<file path="src/rtl/urx_pkg.sv">
package urx_pkg;

    localparam int DATA_W = 8;

    typedef enum logic [2:0] {
        S_IDLE,
        S_START,
        S_DATA,
        S_PAR,
        S_STOP,
        S_HOLD
    } rx_st_e;

    typedef struct packed {
        logic              brk;
        logic              ferr;
        logic              perr;
        logic [DATA_W-1:0] data;
    } rx_ent_t;

    function automatic int trig_level(input logic [1:0] sel);
        case (sel)
            2'b00:   return 1;
            2'b01:   return 4;
            2'b10:   return 8;
            default: return 14;
        endcase
    endfunction

    // start + data + optional parity + one stop
    function automatic logic [3:0] char_bits(input logic [1:0] len, input logic pen);
        return 4'd7 + {2'b00, len} + {3'b000, pen};
    endfunction

    function automatic logic ent_err(input rx_ent_t e);
        return e.perr | e.ferr | e.brk;
    endfunction

endpackage

</file>
<file path="src/rtl/urx_deser.sv">
module urx_deser
    import urx_pkg::*;
(
    input  logic       clk,
    input  logic       rst_n,
    input  logic       tick,
    input  logic       rxd,
    input  logic [1:0] len_sel,
    input  logic [2:0] par_sel,
    output logic       push,
    output rx_ent_t    ent
);

    localparam logic [3:0] MID  = 4'd7;
    localparam logic [3:0] LAST = 4'd15;

    typedef struct packed {
        rx_st_e            st;
        logic [3:0]        ph;
        logic [3:0]        nbit;
        logic [DATA_W-1:0] sh;
        logic              pbit;
        logic              allz;
    } dz_t;

    dz_t q, d;

    logic [3:0]        nbits_w;
    logic [DATA_W-1:0] aligned;
    logic              exp_par;
    logic              brk_w;

    assign nbits_w = 4'd5 + {2'b00, len_sel};
    assign aligned = q.sh >> (4'd8 - nbits_w);
    assign brk_w   = q.allz & ~rxd;

    always_comb begin
        case (par_sel[2:1])
            2'b00:   exp_par = ~^aligned;
            2'b01:   exp_par = ^aligned;
            2'b10:   exp_par = 1'b1;
            default: exp_par = 1'b0;
        endcase
    end

    always_comb begin
        d    = q;
        push = 1'b0;
        ent  = '0;
        if (tick) begin
            if (q.st != S_IDLE && q.st != S_HOLD) begin
                d.ph = q.ph + 4'd1;
            end
            case (q.st)
                S_IDLE: begin
                    if (!rxd) begin
                        d.st   = S_START;
                        d.ph   = 4'd1;
                        d.nbit = '0;
                        d.allz = 1'b1;
                    end
                end
                S_START: begin
                    if (q.ph == MID && rxd) begin
                        d.st = S_IDLE;
                    end else if (q.ph == LAST) begin
                        d.st = S_DATA;
                    end
                end
                S_DATA: begin
                    if (q.ph == MID) begin
                        d.sh   = {rxd, q.sh[DATA_W-1:1]};
                        d.nbit = q.nbit + 4'd1;
                        d.allz = q.allz & ~rxd;
                    end
                    if (q.ph == LAST && q.nbit == nbits_w) begin
                        d.st = par_sel[0] ? S_PAR : S_STOP;
                    end
                end
                S_PAR: begin
                    if (q.ph == MID) begin
                        d.pbit = rxd;
                        d.allz = q.allz & ~rxd;
                    end
                    if (q.ph == LAST) begin
                        d.st = S_STOP;
                    end
                end
                S_STOP: begin
                    if (q.ph == MID) begin
                        push      = 1'b1;
                        ent.data  = aligned;
                        ent.brk   = brk_w;
                        ent.ferr  = ~rxd & ~brk_w;
                        ent.perr  = par_sel[0] & (q.pbit != exp_par) & ~brk_w;
                        d.st      = rxd ? S_IDLE : S_HOLD;
                    end
                end
                S_HOLD: begin
                    if (rxd) begin
                        d.st = S_IDLE;
                    end
                end
                default: d.st = S_IDLE;
            endcase
        end
    end

    always_ff @(posedge clk or negedge rst_n) begin
        if (!rst_n) begin
            q <= '{st: S_IDLE, default: '0};
        end else begin
            q <= d;
        end
    end


    brk_zero_chk: assert property (@(posedge clk) disable iff (!rst_n)
        (push && ent.brk) |-> (ent.data == '0 && !ent.perr && !ent.ferr));


    len_done_chk: assert property (@(posedge clk) disable iff (!rst_n)
        push |-> (q.nbit == nbits_w));


    hold_after_low_stop_chk: assert property (@(posedge clk) disable iff (!rst_n)
        (push && (ent.ferr || ent.brk)) |=> (q.st == S_HOLD));

endmodule

</file>
<file path="src/rtl/urx_fifo.sv">
module urx_fifo
    import urx_pkg::*;
#(
    parameter int DEPTH = 16
) (
    input  logic                       clk,
    input  logic                       rst_n,
    input  logic                       clr,
    input  logic                       push,
    input  rx_ent_t                    wr_ent,
    input  logic                       pop_req,
    output rx_ent_t                    rd_ent,
    output logic [$clog2(DEPTH+1)-1:0] count,
    output logic                       ovr,
    output logic                       err_any
);

    localparam int PW = $clog2(DEPTH);
    localparam int CW = $clog2(DEPTH + 1);

    typedef struct packed {
        logic [PW-1:0] wptr;
        logic [PW-1:0] rptr;
        logic [CW-1:0] cnt;
        logic [CW-1:0] errs;
        logic          ovr;
    } fq_t;

    fq_t q, d;
    rx_ent_t mem [DEPTH];

    logic full, do_pop, do_push;

    function automatic logic [PW-1:0] nxt(input logic [PW-1:0] p);
        return (p == PW'(DEPTH - 1)) ? '0 : p + 1'b1;
    endfunction

    assign full    = (q.cnt == CW'(DEPTH));
    assign do_pop  = pop_req && (q.cnt != '0);
    assign do_push = push && (!full || do_pop);
    assign rd_ent  = mem[q.rptr];

    always_comb begin
        d = q;
        if (clr) begin
            d = '0;
        end else begin
            if (do_push) d.wptr = nxt(q.wptr);
            if (do_pop)  d.rptr = nxt(q.rptr);
            d.cnt  = q.cnt + CW'(do_push) - CW'(do_pop);
            d.errs = q.errs + CW'(do_push && ent_err(wr_ent))
                            - CW'(do_pop && ent_err(rd_ent));
            if (push && !do_push) begin
                d.ovr = 1'b1;
            end else if (pop_req) begin
                d.ovr = 1'b0;
            end
        end
    end

    always_ff @(posedge clk or negedge rst_n) begin
        if (!rst_n) begin
            q <= '0;
        end else begin
            q <= d;
        end
    end

    always_ff @(posedge clk) begin
        if (do_push && !clr) begin
            mem[q.wptr] <= wr_ent;
        end
    end

    assign count   = q.cnt;
    assign ovr     = q.ovr;
    assign err_any = (q.errs != '0);


    pop_empty_chk: assert property (@(posedge clk) disable iff (!rst_n)
        (pop_req && q.cnt == '0 && !push && !clr) |=> (q.cnt == '0));


    clr_empty_chk: assert property (@(posedge clk) disable iff (!rst_n)
        clr |=> (q.cnt == '0 && !q.ovr && q.errs == '0));


    err_bound_chk: assert property (@(posedge clk) disable iff (!rst_n)
        q.errs <= q.cnt);


    ovr_full_chk: assert property (@(posedge clk) disable iff (!rst_n)
        $rose(q.ovr) |-> ($past(q.cnt) == CW'(DEPTH)));

endmodule

</file>
<file path="src/rtl/urx_timeout.sv">
module urx_timeout #(
    parameter int TO_CHARS = 4
) (
    input  logic       clk,
    input  logic       rst_n,
    input  logic       tick,
    input  logic       nonempty,
    input  logic       activity,
    input  logic [3:0] bits,
    output logic       timeout
);

    localparam int MAX_BITS = 12;
    localparam int CW       = $clog2(TO_CHARS * 16 * MAX_BITS + 1);

    typedef struct packed {
        logic [CW-1:0] cnt;
    } tq_t;

    tq_t q, d;
    logic [CW-1:0] limit;

    assign limit = CW'(TO_CHARS * 16) * CW'(bits);

    always_comb begin
        d = q;
        if (!nonempty || activity) begin
            d.cnt = '0;
        end else if (tick && q.cnt < limit) begin
            d.cnt = q.cnt + 1'b1;
        end
    end

    always_ff @(posedge clk or negedge rst_n) begin
        if (!rst_n) begin
            q <= '0;
        end else begin
            q <= d;
        end
    end

    assign timeout = nonempty && (q.cnt >= limit);


    to_rise_chk: assert property (@(posedge clk) disable iff (!rst_n)
        $rose(timeout) |-> ($past(tick) && !$past(activity)));

endmodule

</file>
<file path="src/rtl/uart_rx_fifo.sv">
module uart_rx_fifo
    import urx_pkg::*;
#(
    parameter int DEPTH    = 16,
    parameter int TO_CHARS = 4
) (
    input  logic       clk,
    input  logic       rst_n,
    input  logic       rxd,
    input  logic       tick16,
    input  logic [1:0] len_sel,
    input  logic [2:0] par_sel,
    input  logic [1:0] trig_sel,
    input  logic       fifo_clr,
    input  logic       rd_en,
    output logic [7:0] rd_data,
    output logic       data_ready,
    output logic       err_parity,
    output logic       err_frame,
    output logic       err_break,
    output logic       overrun,
    output logic       fifo_err,
    output logic       rx_avail,
    output logic       rx_timeout
);

    localparam int CW = $clog2(DEPTH + 1);

    logic          push;
    rx_ent_t       wr_ent, head;
    logic [CW-1:0] count;
    logic          nonempty;

    urx_deser u_deser (
        .clk     (clk),
        .rst_n   (rst_n),
        .tick    (tick16),
        .rxd     (rxd),
        .len_sel (len_sel),
        .par_sel (par_sel),
        .push    (push),
        .ent     (wr_ent)
    );

    urx_fifo #(.DEPTH(DEPTH)) u_fifo (
        .clk     (clk),
        .rst_n   (rst_n),
        .clr     (fifo_clr),
        .push    (push),
        .wr_ent  (wr_ent),
        .pop_req (rd_en),
        .rd_ent  (head),
        .count   (count),
        .ovr     (overrun),
        .err_any (fifo_err)
    );

    assign nonempty = (count != '0);

    urx_timeout #(.TO_CHARS(TO_CHARS)) u_timeout (
        .clk      (clk),
        .rst_n    (rst_n),
        .tick     (tick16),
        .nonempty (nonempty),
        .activity (push | rd_en | fifo_clr),
        .bits     (char_bits(len_sel, par_sel[0])),
        .timeout  (rx_timeout)
    );

    assign data_ready = nonempty;
    assign rd_data    = nonempty ? head.data : '0;
    assign err_parity = nonempty & head.perr;
    assign err_frame  = nonempty & head.ferr;
    assign err_break  = nonempty & head.brk;
    assign rx_avail   = int'(count) >= trig_level(trig_sel);


    avail_ready_chk: assert property (@(posedge clk) disable iff (!rst_n)
        rx_avail |-> data_ready);

endmodule

</file>
<file path="config.mk">
export PLATFORM = sky130hd
export DESIGN_NAME = uart_rx_fifo
export DESIGN_NICKNAME = d
export VERILOG_FILES = /design/src/rtl/urx_pkg.sv /design/src/rtl/urx_deser.sv /design/src/rtl/urx_fifo.sv /design/src/rtl/urx_timeout.sv /design/src/rtl/uart_rx_fifo.sv
export SDC_FILE = /design/constraint.sdc
export NUM_CORES = 1
export LEC_CHECK = 0
export BUFFER_PORTS_ARGS = -buffer_cell sky130_fd_sc_hd__buf_2
export CORE_UTILIZATION = 38
export DETAILED_ROUTE_END_ITERATION = 12
export SETUP_SLACK_MARGIN = 0.05
export SLEW_MARGIN = 10
export SYNTH_ARGS = -nofsm -noshare
export SYNTH_HDL_FRONTEND = slang
export SYNTH_SLANG_ARGS = --single-unit
export TNS_END_PERCENT = 30
</file>
<file path="constraint.sdc">
create_clock -name clk -period 5 [get_ports clk]
set_clock_uncertainty 0.1 [all_clocks]
set_input_delay 0.25 -clock clk [delete_from_list [all_inputs] [get_ports clk]]
set_output_delay 0.25 -clock clk [all_outputs]
set_load 0.01 [all_outputs]
</file>
# Word level (Yosys, flattened, before mapping)
# Memory sizes are Yosys's and may differ from the RTL's.
# Cells that the tools add are included.
# Widths: inputs -> output; s select.
# op_classes
bitwise_logic	15
n_lt_le_gt_ge	3
eq_ne	25
n_mux	38
addsub	13
shift	1
n_reduce_logical	36
# ops
cell	n
$mux 11	4
$ge 6x32->1	1
$mux 3	8
$mux 4	6
$mux 10	2
$mux 19	1
$pmux 3 s6	1
$add 4x1->4 const B	4
$eq 4x4->1 const B	3
$mux 12	1
$pmux 4 s3	1
$logic_and 1x1->1	11
$add 10x1->10 const B	1
$add 5x1->5	2
$ge 10x10->1	1
$lt 10x10->1	1
$mux 1	10
$ne 2x1->1 const B	5
$reduce_bool 5->1	2
$sub 5x1->5	2
$reduce_bool 3->1	3
$add 3x2->4 const A	2
$mux 8	1
$pmux 4 s2	1
other kinds (30)	57
# word_totals
inputBits	13
out_inout_bits	16
mem_bits_rw	176
regBits	50
word_cells	144
memories	1
# memory_table
name	depth	width	read_ports	rd_ports_with_merged_regs	wr	line	rtl
u_fifo.mem	16	11	1	0	1	urx_fifo.sv:30	rx_ent_t mem [DEPTH];

# Depth between registers and ports, before layout
# Gate-level depths: netlist of the first run.
# logic_depth
depth_word	17
mapped_depth	15
ltp_nobuf	14

# By module
# Synthesis of the first run repeated with hierarchy kept, for this count alone.
# hier_totals
cells_unflattened	683
area_unflattened_um2	10475.0
# by_module_without_submodules
mod	area_per_inst_um2	n_inst	seq_area_each_um2	cells_each
urx_fifo	7985.2	1	5760.5	407
urx_deser	1476.4	1	525.5	158
urx_timeout	724.4	1	250.2	79
uart_rx_fifo	289.0	1	0.0	39

# Worst setup path before layout of the first run
# Ideal clock, no wire load.
# synth_timing
path_kind	flip-flop to flip-flop
from	register u_fifo.q[11] (netlist name)
to	register u_fifo.q[5] (netlist name)
stages_incl_launch_ff	15
setup_ps	78
path_buffers	2
setup_slack_ps	1015
period_less_slack_ps	3985
arrival_ps	3807
required_time_ps	4822
cell_sequence	dfrtp_1 > buf_1 > buf_2 > mux4_2 > mux2_2 > a21oi_1 > a31oi_1 > ha_1 > inv_1 > ha_1 > fa_1 > a21oi_1 > nor2_1 > or3_1 > a21oi_1
# synth_rtl
element	line	rtl
start: declaration	urx_fifo.sv:29	fq_t q, d;
start signal: assignment	urx_fifo.sv:63	q <= '0;
start signal: assignment	urx_fifo.sv:65	q <= d;

==> results.toml, run 1 <==
[global_route]
grt_pass1_wl_um = 34200
overflow = 0
gr-usage-all-layers = 0.163
grt_max_degree = 51
antenna_found_initial = 0
first_global_vias = 6098

[yosys]
synth_area_sq_um = 10200
synth-edff-count = 176
synth_cell_types = 56
ys_ff_latch = 226
yosysWarnings = 0
synthCells = 657
synth_area_per_cell_sq_um = 15.5
synth_top_area_share = 0.518
syn-num-nets = 704
synth.most_common_cell = "edfxtp_1"
synth_area_leaders = "edfxtp_1 (52%), mux4_2 (13%), dfrtp_1 (12%), ha_1 (3.9%), nor2_1 (1.8%)"
synth_commonest_cells = "edfxtp_1 (176), mux4_2 (57), dfrtp_1 (50)"
async_flop_share = 0.221
yosysTopAreaCell = "edfxtp_1"
ys_seq_area_frac = 0.641
synthFlopType = "edfxtp_1"

[min_path]
hp-class = "in2reg"
min-delay-start = "fifo_clr"
min_path_cells = 2

[timing]
grt_setup_unrepaired = "no"
worst_pin_slew_ns = 1.17
finalMaxSlewViolations = 0
finalCriticalPeriod_ns = 4.06
fin_crit_sh = 0.812
hold_viol_final = 0
maxSlewHeadroom = 0.219
tns_ns = 0
max_freq_mhz = 246
setup_violations = 0

[setup_path]
cp_data_arrival_time_ns = 4.39
critPathMaxStageDelay_ns = 0.89
r2r_start = "u_fifo.q[11]"
reg2regPathDepth = 12
crit_chain = "mux4_2 -> mux2_2 -> a21oi_1 -> a31oi_1 -> ha_1 -> inv_1 -> ha_1 -> fa_1 -> a21oi_1 -> nor2_1 -> or3_1 -> a21oi_1"
slowest_stage = "dfrtp_2"
worstSetupStartpoint = "u_fifo.q[11]"
path_class = "reg2reg"
endpoint_kind = "flip-flop"
crit_path_start_kind = "flip-flop"
cp.required_ns = 5.33
critical_path.max_fanout = 27
cp_common_cell = "a21oi_1"

[drt]
drt_iter0_markers = 366
drt_pass1_iterations = 5
via_count = 5858
drc = 0
wirelength_um = 21700
antenna_left = 0
wl_per_cell_um = 20.4
via_per_inst = 5.49

[floorplan]
design.die.area_sq_um = 27500
design.core.area_sq_um = 26200
die_y_um = 166
io_pins = 29
rows = 59
die_w_um = 166
start_util = 0.389

[pwr]
powerDensity_nw_per_um2 = 405
finalPower_mw = 4.71
ir_drop_uv = 201
power.leakage_nw = 4.09

[clock_tree]
cts_sinks = 226
cts_setup_buffers = 0
htree_levels = 1
numCtsBuffers = 24
clkTransAtPathRegs_ns = 0.06
cts_tree = "done"
cts_root_buffer = "clkbuf_16"
insertion_delay_ns = 0.52
cts_buffer_depth = 3

[outcome]
status = "completed"

[place]
io_buffers = 28
gp_congestion = 0.836
place_inst = 1019
place_hpwl_um = 13700

[finish]
fin_nets = 761
drive_gt1_frac = 0.223
area_growth_pct = 14.1
utilization = 0.444
fillCellCount = 2268
stdcell_count = 1067

[job]
cap_violations = 0
[cell type report]
cell class	count	area (sq um)	area share
Clock inverter	13	96.3	0.00828
Sequential cell	226	6540	0.562
Timing Repair Buffer	60	390	0.0336
Multi-Input combinational cell	367	3430	0.295
Tap cell	335	419	0.0360
Clock buffer	30	623	0.0536
Inverter	35	131	0.0113
Antenna cell	1	2.50	0.000215
[path summary, 6_finish.rpt]
check	end	slack, ns
hold / removal	u_fifo.q[11]	0.07
setup / recovery	u_fifo.q[5]	0.94
max in group asynchronous	u_fifo.q[11]	4.04
min in group asynchronous	u_timeout.q[3]	0.29
hold reg to reg	u_deser.q[2]	0.40
setup reg to reg	u_fifo.q[5]	0.94
[power by group]
| group | internal [mW] | switching, mW | leakage (nW) |
|---|---|---|---|
| sequential | 2.06 | 0.113 | 2.22 |
| combinational | 0.427 | 0.469 | 1.52 |
| clock | 0.934 | 0.705 | 0.358 |
| total | 3.42 | 1.29 | 4.09 |
[cells by family after synthesis]
kind of cell / Yosys count / synth area share
compound gates: 74 / 0.0422
simple gates: 161 / 0.0822
xor+xnor: 24 / 0.0220
fa+ha+maj: 34 / 0.0432
flops: 226 / 0.641
buf+inv: 64 / 0.0253
mux: 74 / 0.144
[per-stage QoR]
stage / area, sq um / setup slack, ns / hold slack, ns
2_1_floorplan: 10200 / 1.02 / -0.146
4_1_cts: 11600 / 0.887 / 0.0502
3_3_place_gp: 10900 / 0.859 / 0.300
6_report: 11600 / 0.939 / 0.0656
5_1_grt: 11600 / 0.731 / 0.0881
3_5_place_dp: 10900 / 0.677 / 0.314
[routing by layer]
metal  global-route usage  vias up  share of wire
li1                     -     2627              -
met1                0.215     3030           0.43
met2                0.283      163           0.50
met3               0.0274       38          0.053
met4               0.0349        0          0.018
met5                    0        -              0
[placed cells by master, fill, tap and decap left out, types with 7 or more instances in the layout]
cell / count
clkinv_2: 7
or3_1: 11
o21ai_1: 15
nor2_1: 48
o21ai_0: 10
nor3_1: 10
nand2_1: 28
mux2_1: 7
buf_4: 28
and2_1: 9
ha_1: 32
buf_2: 28
nand3_1: 7
clkbuf_16: 24
a21oi_1: 27
xor2_1: 10
xnor2_1: 13
edfxtp_1: 176
inv_1: 31
mux4_2: 57
dfrtp_1: 48
[registers in the layout (all words and copies together), names as in the netlist]
register and cells:
u_fifo.mem 176, u_deser.q 21, u_fifo.q 13, u_timeout.q 10, u_fifo.count 5, u_fifo.ovr 1
[what timing repair did]
action                    CTS  global route
gates resized for setup     0             0
hold endpoints to repair   53             0
hold buffers                4             0
[critical path: cells and delay by family, from the launching register on]
| kind | cells | cell delay, ns |
|---|---|---|
| flip-flops | 1 | 0.89 |
| AO/OA/AOI/OAI | 4 | 0.72 |
| buffers and inverters | 1 | 0.04 |
| adder cells (fa/ha/maj) | 3 | 0.92 |
| AND/OR/NAND/NOR | 2 | 0.40 |
| multiplexers | 2 | 0.87 |
Note: power is estimated with default switching activity, not from simulation.
==> run 2: changes to the inputs <==
==> constraint.sdc (replaced) <==
create_clock -name clk -period 3.5 [get_ports clk]
set_clock_uncertainty 0.1 [all_clocks]
set_input_delay 0.175 -clock clk [delete_from_list [all_inputs] [get_ports clk]]
set_output_delay 0.175 -clock clk [all_outputs]
set_load 0.01 [all_outputs]
==> run 2 against run 1 <==
  * The run now ends with design-rule violations left
  * Clock-buffer cell count shrank 4
  * Critical path depth grew 1
  * Combinational power grew 75%
  * Cell count grew 3.2%
  * Clock power grew 59%
  * First-iteration DRC count grew 11%
  * Non-clock buffer count grew 34
  * Via count shrank 0.10%
  * Maximum frequency grew 18%
  * Sequential share of layout area shrank 2.5 points
  * Flip-flop and latch count is the same
  * Critical path type unchanged
  * Critical endpoint unchanged
==> results.toml, run 2 (synthesized netlist as in run 1, its figures left out) <==
[outcome]
status = "finished with violations"
violations = "design-rule violations"

[timing]
finalCriticalPeriod_ns = 3.45
hold_viol_final = 0
fin_hold_ws_ns = 0.106
worst_pin_slew_ns = 0.929
grt_setup_unrepaired = "yes"
max_freq_mhz = 290
finalMaxSlewViolations = 0
tns_ns = 0
fin_crit_sh = 0.985
setup_violations = 0
fin_ws_ns = 0.0539
maxSlewHeadroom = 0.378

[setup_path]
crit_path_start_kind = "flip-flop"
reg2regPathDepth = 13
endpoint_kind = "flip-flop"
worstSetupStartpoint = "u_fifo.q[11]"
cp_data_arrival_time_ns = 3.78
critical_path.max_fanout = 5
cp.required_ns = 3.83
r2r_start = "u_fifo.q[11]"
regToRegSetupSlack_ns = 0.05
crit_end = "u_fifo.q[5]"
r2r_end = "u_fifo.q[5]"
path_class = "reg2reg"

[clock_tree]
cts_buffer_depth = 3
numCtsBuffers = 24
clkTransAtPathRegs_ns = 0.06
cts_sinks = 226
cts_root_buffer = "clkbuf_16"
cts_tree = "done"
htree_levels = 1
insertion_delay_ns = 0.52

[place]
io_buffers = 28
place_ws_ns = -0.308
gp_congestion = 0.814
place_hpwl_um = 14000

[drt]
drt_iter0_markers = 408
wirelength_um = 21600
via_count = 5852
drc = 2
drt_pass1_iterations = 8
via_per_inst = 5.32
wl_per_cell_um = 19.6
antenna_left = 0

[min_path]
hp-class = "in2async"

[finish]
final_cell_mix = "edfxtp_1 (176), mux4_2 (57), buf_4 (56)"
drive_gt1_frac = 0.278
top_register = "u_fifo.mem"
largest_reg_flops = 176
final_common_cell = "edfxtp_1"
ff_latch_area_sq_um = 6540
fillCellCount = 2196
diodes = 0
fin_nets = 795
area_growth_pct = 19.3
top_regs = "u_fifo.mem x176, u_deser.q x21, u_fifo.q x13"
multi_input_area_sq_um = 3550

[floorplan]
rows = 59
design.core.area_sq_um = 26200
start_util = 0.389
design.die.area_sq_um = 27500
die_w_um = 166
io_pins = 29
die_y_um = 166

[global_route]
gr-usage-all-layers = 0.160
antenna_found_initial = 0
grt_pass1_wl_um = 34000
grt_max_degree = 28
overflow = 0
first_global_vias = 6136

[job]
cap_violations = 0

[pwr]
power.leakage_nw = 4.34
ir_drop_uv = 305
powerDensity_nw_per_um2 = 595
finalPower_mw = 7.24
## run 2: cell types whose count changed in the layout (fill, tap and decap cells not counted), moves of 2 or more
cell / before / now
ha_1: 32 / 30
clkbuf_1: 6 / 2
a21oi_1: 27 / 22
buf_12: 0 / 3
bufinv_16: 1 / 4
clkinvlp_4: 0 / 3
clkinv_1: 4 / 2
buf_4: 28 / 56
a21oi_2: 0 / 2
nor4b_2: 2 / 0
dlygate4sd3_1: 4 / 6
a21oi_4: 0 / 3
nor4b_4: 0 / 2
ha_4: 0 / 2
## run 2: worst min-delay path by stage
stage	startpoint	endpoint	slack (ns)	depth (start not counted)
final	rst_n	u_timeout.q[2]	0.11	2
after floorplan	rst_n	u_deser.q[0]	-0.22	0
after global placement	rst_n	u_timeout.q[2]	0.11	1
after global routing	par_sel[2]	u_fifo.mem[2][8]	0.14	3
after detailed placement	rst_n	u_timeout.q[2]	0.12	1
after CTS	rst_n	u_timeout.q[2]	0.12	2
## run 2: final cells by class
type                    count  area share
multi-input cells         367       0.291
well taps                 335      0.0345
flip-flops and latches    226       0.537
repair buffers             94      0.0582
clock buffers              26      0.0500
clock inverters            18      0.0176
inverters                  35      0.0108
## run 2: worst max-delay path, cell delays in order, from the launching register on
cell     delay (ns)
dfrtp_2        0.48
buf_12         0.15
mux4_2         0.48
mux2_4         0.29
a21oi_4        0.21
a31oi_4        0.13
ha_4           0.28
inv_1          0.05
ha_4           0.16
fa_2           0.35
a21oi_2        0.13
nor2_1         0.06
or3_4          0.37
a21oi_2        0.12
## run 2: report_power, final
part	switching, mW	internal [mW]	leakage [nW]
combinational	0.793	0.775	1.73
clock	1.05	1.56	0.397
sequential	0.116	2.94	2.22
## run 2: timing repair
item,in CTS,in global routing
hold buffers,6,0
endpoints found under the setup margin,1,19
pin swaps,6,5
buffers inserted,5,2
resized for setup,12,9
endpoints found under the hold margin,38,0
gates cloned,1,0
## run 2: per-layer routing
| layer | vias up | part of all wire | track usage |
|---|---|---|---|
| met5 | - | 0 | 0 |
| met4 | 0 | 0.020 | 0.0402 |
| met3 | 35 | 0.047 | 0.0210 |
| met2 | 124 | 0.50 | 0.269 |
| met1 | 3000 | 0.44 | 0.220 |
| li1 | 2693 | - | - |
## run 2: per-stage QoR
stage | instances | instance area, sq um | utilization
2_1_floorplan | 657 | 10200 | -
3_3_place_gp | 1043 | 11100 | 0.423
3_5_place_dp | 1043 | 11100 | 0.423
4_1_cts | 1099 | 12100 | 0.462
5_1_grt | 1101 | 12200 | 0.464
6_report | 1101 | 12200 | 0.464
==> run 3: changes to the inputs <==
--- a/config.mk
+++ b/config.mk
@@ -12,5 +12,6 @@
 export SLEW_MARGIN = 10
 export SYNTH_ARGS = -nofsm -noshare
 export SYNTH_HDL_FRONTEND = slang
+export SYNTH_HIERARCHICAL = 1
 export SYNTH_SLANG_ARGS = --single-unit
 export TNS_END_PERCENT = 30
==> run 3 against run 2 <==
  * Worst setup slack lost 0.80 ns
  * Power increased by 1.9%
  * Register-to-register slack got worse by 0.80 ns
  * Flip-flop and latch count did not move
  * Synthesized cell count is 4.0% higher
  * Via count grew 3.7%
  * Critical endpoint is now u_fifo/q[5]
  * Maximum frequency is 19% lower
  * Highest routed layer unchanged
  * The flow finishes with violations (negative setup slack)
  * Clock power hardly changed
  * Cell count increased by 2.8%
  * Die area is 2.7% higher
  * Non-clock buffer count is 5 higher
==> results.toml, run 3 <==
[min_path]
hp-class = "in2reg"

[timing]
fin_crit_sh = 1.21
fin_ws_ns = -0.751
finalCriticalPeriod_ns = 4.25
maxSlewHeadroom = 0.398
grt_setup_unrepaired = "yes"
hold_viol_final = 0
setup_violations = 4
finalMaxSlewViolations = 0
worst_pin_slew_ns = 0.900
fin_hold_ws_ns = 0.0292
max_freq_mhz = 235

[yosys]
syn-num-nets = 730
synth_commonest_cells = "edfxtp_1 (176), mux4_2 (53), dfrtp_1 (50)"
ys_ff_latch = 226
synth-edff-count = 176
synth_cell_types = 67
synthFlopType = "edfxtp_1"
ys_seq_area_frac = 0.624
yosysWarnings = 6
async_flop_share = 0.221
synthCells = 683
synth_area_sq_um = 10500
yosysTopAreaCell = "edfxtp_1"
synth.most_common_cell = "edfxtp_1"
synth_area_leaders = "edfxtp_1 (50%), dfrtp_1 (12%), mux4_2 (11%), ha_1 (3.8%), nor2_1 (1.6%)"
synth_top_area_share = 0.505
synth_area_per_cell_sq_um = 15.3

[floorplan]
start_util = 0.388
die_y_um = 168
io_pins = 29
rows = 60
design.die.area_sq_um = 28200
design.core.area_sq_um = 27000
die_w_um = 168

[pwr]
power.leakage_nw = 4.25
finalPower_mw = 7.38
powerDensity_nw_per_um2 = 600
ir_drop_uv = 381

[clock_tree]
clkTransAtPathRegs_ns = 0.06
cts_buffer_depth = 3
cts_sinks = 226
htree_levels = 1
insertion_delay_ns = 0.53
cts_setup_buffers = 0
numCtsBuffers = 25
cts_root_buffer = "clkbuf_16"
cts_tree = "done"

[drt]
wl_per_cell_um = 19.4
drt_iter0_markers = 371
via_count = 6068
drc = 0
antenna_left = 0
wirelength_um = 22000
via_per_inst = 5.36
drt_pass1_iterations = 6

[place]
place_hpwl_um = 14400
io_buffers = 28
place_inst = 1081
gp_congestion = 0.788
postPlaceCellArea_sq_um = 11400

[setup_path]
cp_data_arrival_time_ns = 4.60
cp.required_ns = 3.85
endpoint_kind = "flip-flop"
path_class = "reg2reg"
crit_path_start_kind = "flip-flop"
regToRegSetupSlack_ns = -0.75
critical_path.max_fanout = 4

[finish]
final_common_cell = "edfxtp_1"
largest_reg_flops = 176
final_cell_mix = "edfxtp_1 (176), buf_4 (62), mux4_2 (55)"
post-route-cell-area_sq_um = 12300
fin_nets = 819
utilization = 0.455
stdcell_count = 1132
top_regs = "u_fifo/mem x176, u_deser/q x21, u_fifo/q x13"
top_register = "u_fifo/mem"
area_growth_pct = 17.4
diodes = 0
drive_gt1_frac = 0.287

[outcome]
violations = "negative setup slack"
status = "finished with violations"

[global_route]
gr-usage-all-layers = 0.161
overflow = 0
antenna_found_initial = 0
first_global_vias = 6410
grt_pass1_wl_um = 35000
grt_max_degree = 33

[job]
cap_violations = 0
-- run 3: final timing paths --
| path | start | to | cells after the start |
|---|---|---|---|
| worst max-delay path | u_deser/q[6] | u_fifo/q[5] | 16 |
| worst min-delay path | tick16 | u_timeout/q[1] | 4 |
| worst max register to register | u_deser/q[6] | u_fifo/q[5] | 16 |
| worst min register to register | u_deser/q[2] | u_deser/q[2] | 1 |
| max in group asynchronous | rst_n | u_fifo/q[11] | 3 |
| min in group asynchronous | rst_n | u_deser/q[20] | 2 |
-- run 3: repair_timing --
| item | CTS | global route |
|---|---|---|
| endpoints found under the setup margin | 5 | 5 |
| endpoints found under the hold margin | 48 | 0 |
| cloned | 0 | 0 |
| hold buffers | 5 | 0 |
| pin swaps | 1 | 1 |
| resized for setup | 3 | 2 |
-- run 3: worst max-delay path, cell delays in order, from the launching register on --
cell and delay [ns]:
dfrtp_1 0.41, mux4_2 0.52, xnor2_1 0.15, xnor3_1 0.43, o211a_1 0.15, or4_4 0.49, o21ai_4 0.08, nor3_2 0.05
or2_1 0.23, ha_1 0.27, inv_1 0.06, ha_4 0.16, fa_2 0.37, a21oi_2 0.13, nor2_1 0.06, or3_1 0.36
a21oi_2 0.16
-- run 3: cells by family (layout without fill, tap and decap cells) --
family | Yosys count | after routing | share of synthesized area
compound gates | 84 | 84 | 0.0524
xor+xnor | 19 | 19 | 0.0172
buf+inv | 78 | 186 | 0.0362
mux | 74 | 74 | 0.140
flops | 226 | 226 | 0.624
simple gates | 168 | 168 | 0.0883
fa+ha+maj | 34 | 34 | 0.0420
-- run 3: cell type report --
type | instances | area [sq um]
clock buffers | 31 | 658
flip-flops and latches | 226 | 6540
clock inverters | 15 | 175
inverters | 41 | 154
multi-input cells | 379 | 3620
well taps | 341 | 427
repair buffers | 99 | 727
fillers | 2381 | 14700
-- run 3: routing by layer --
layer  track usage  up-vias  routed length [um]
li1              -     2780                   -
met1         0.210     3128                9530
met2         0.283      122               11000
met3        0.0228       38                 924
met4        0.0387        0                 477
met5             0        -                   0
-- run 3: metrics by stage --
step	setup WS, ns	TNS [ns]
final	-0.751	-1.78
after CTS	-0.756	-1.80
after global routing	-0.869	-2.40
after global placement	-0.756	-2.11
after detailed placement	-0.913	-2.46
after floorplan	-0.686	-1.63
-- run 3: where the power goes --
part	switching, mW	total (mW)	internal [mW]
Combinational	0.893	1.69	0.798
Sequential	0.0987	3.06	2.96
Clock	1.07	2.63	1.57
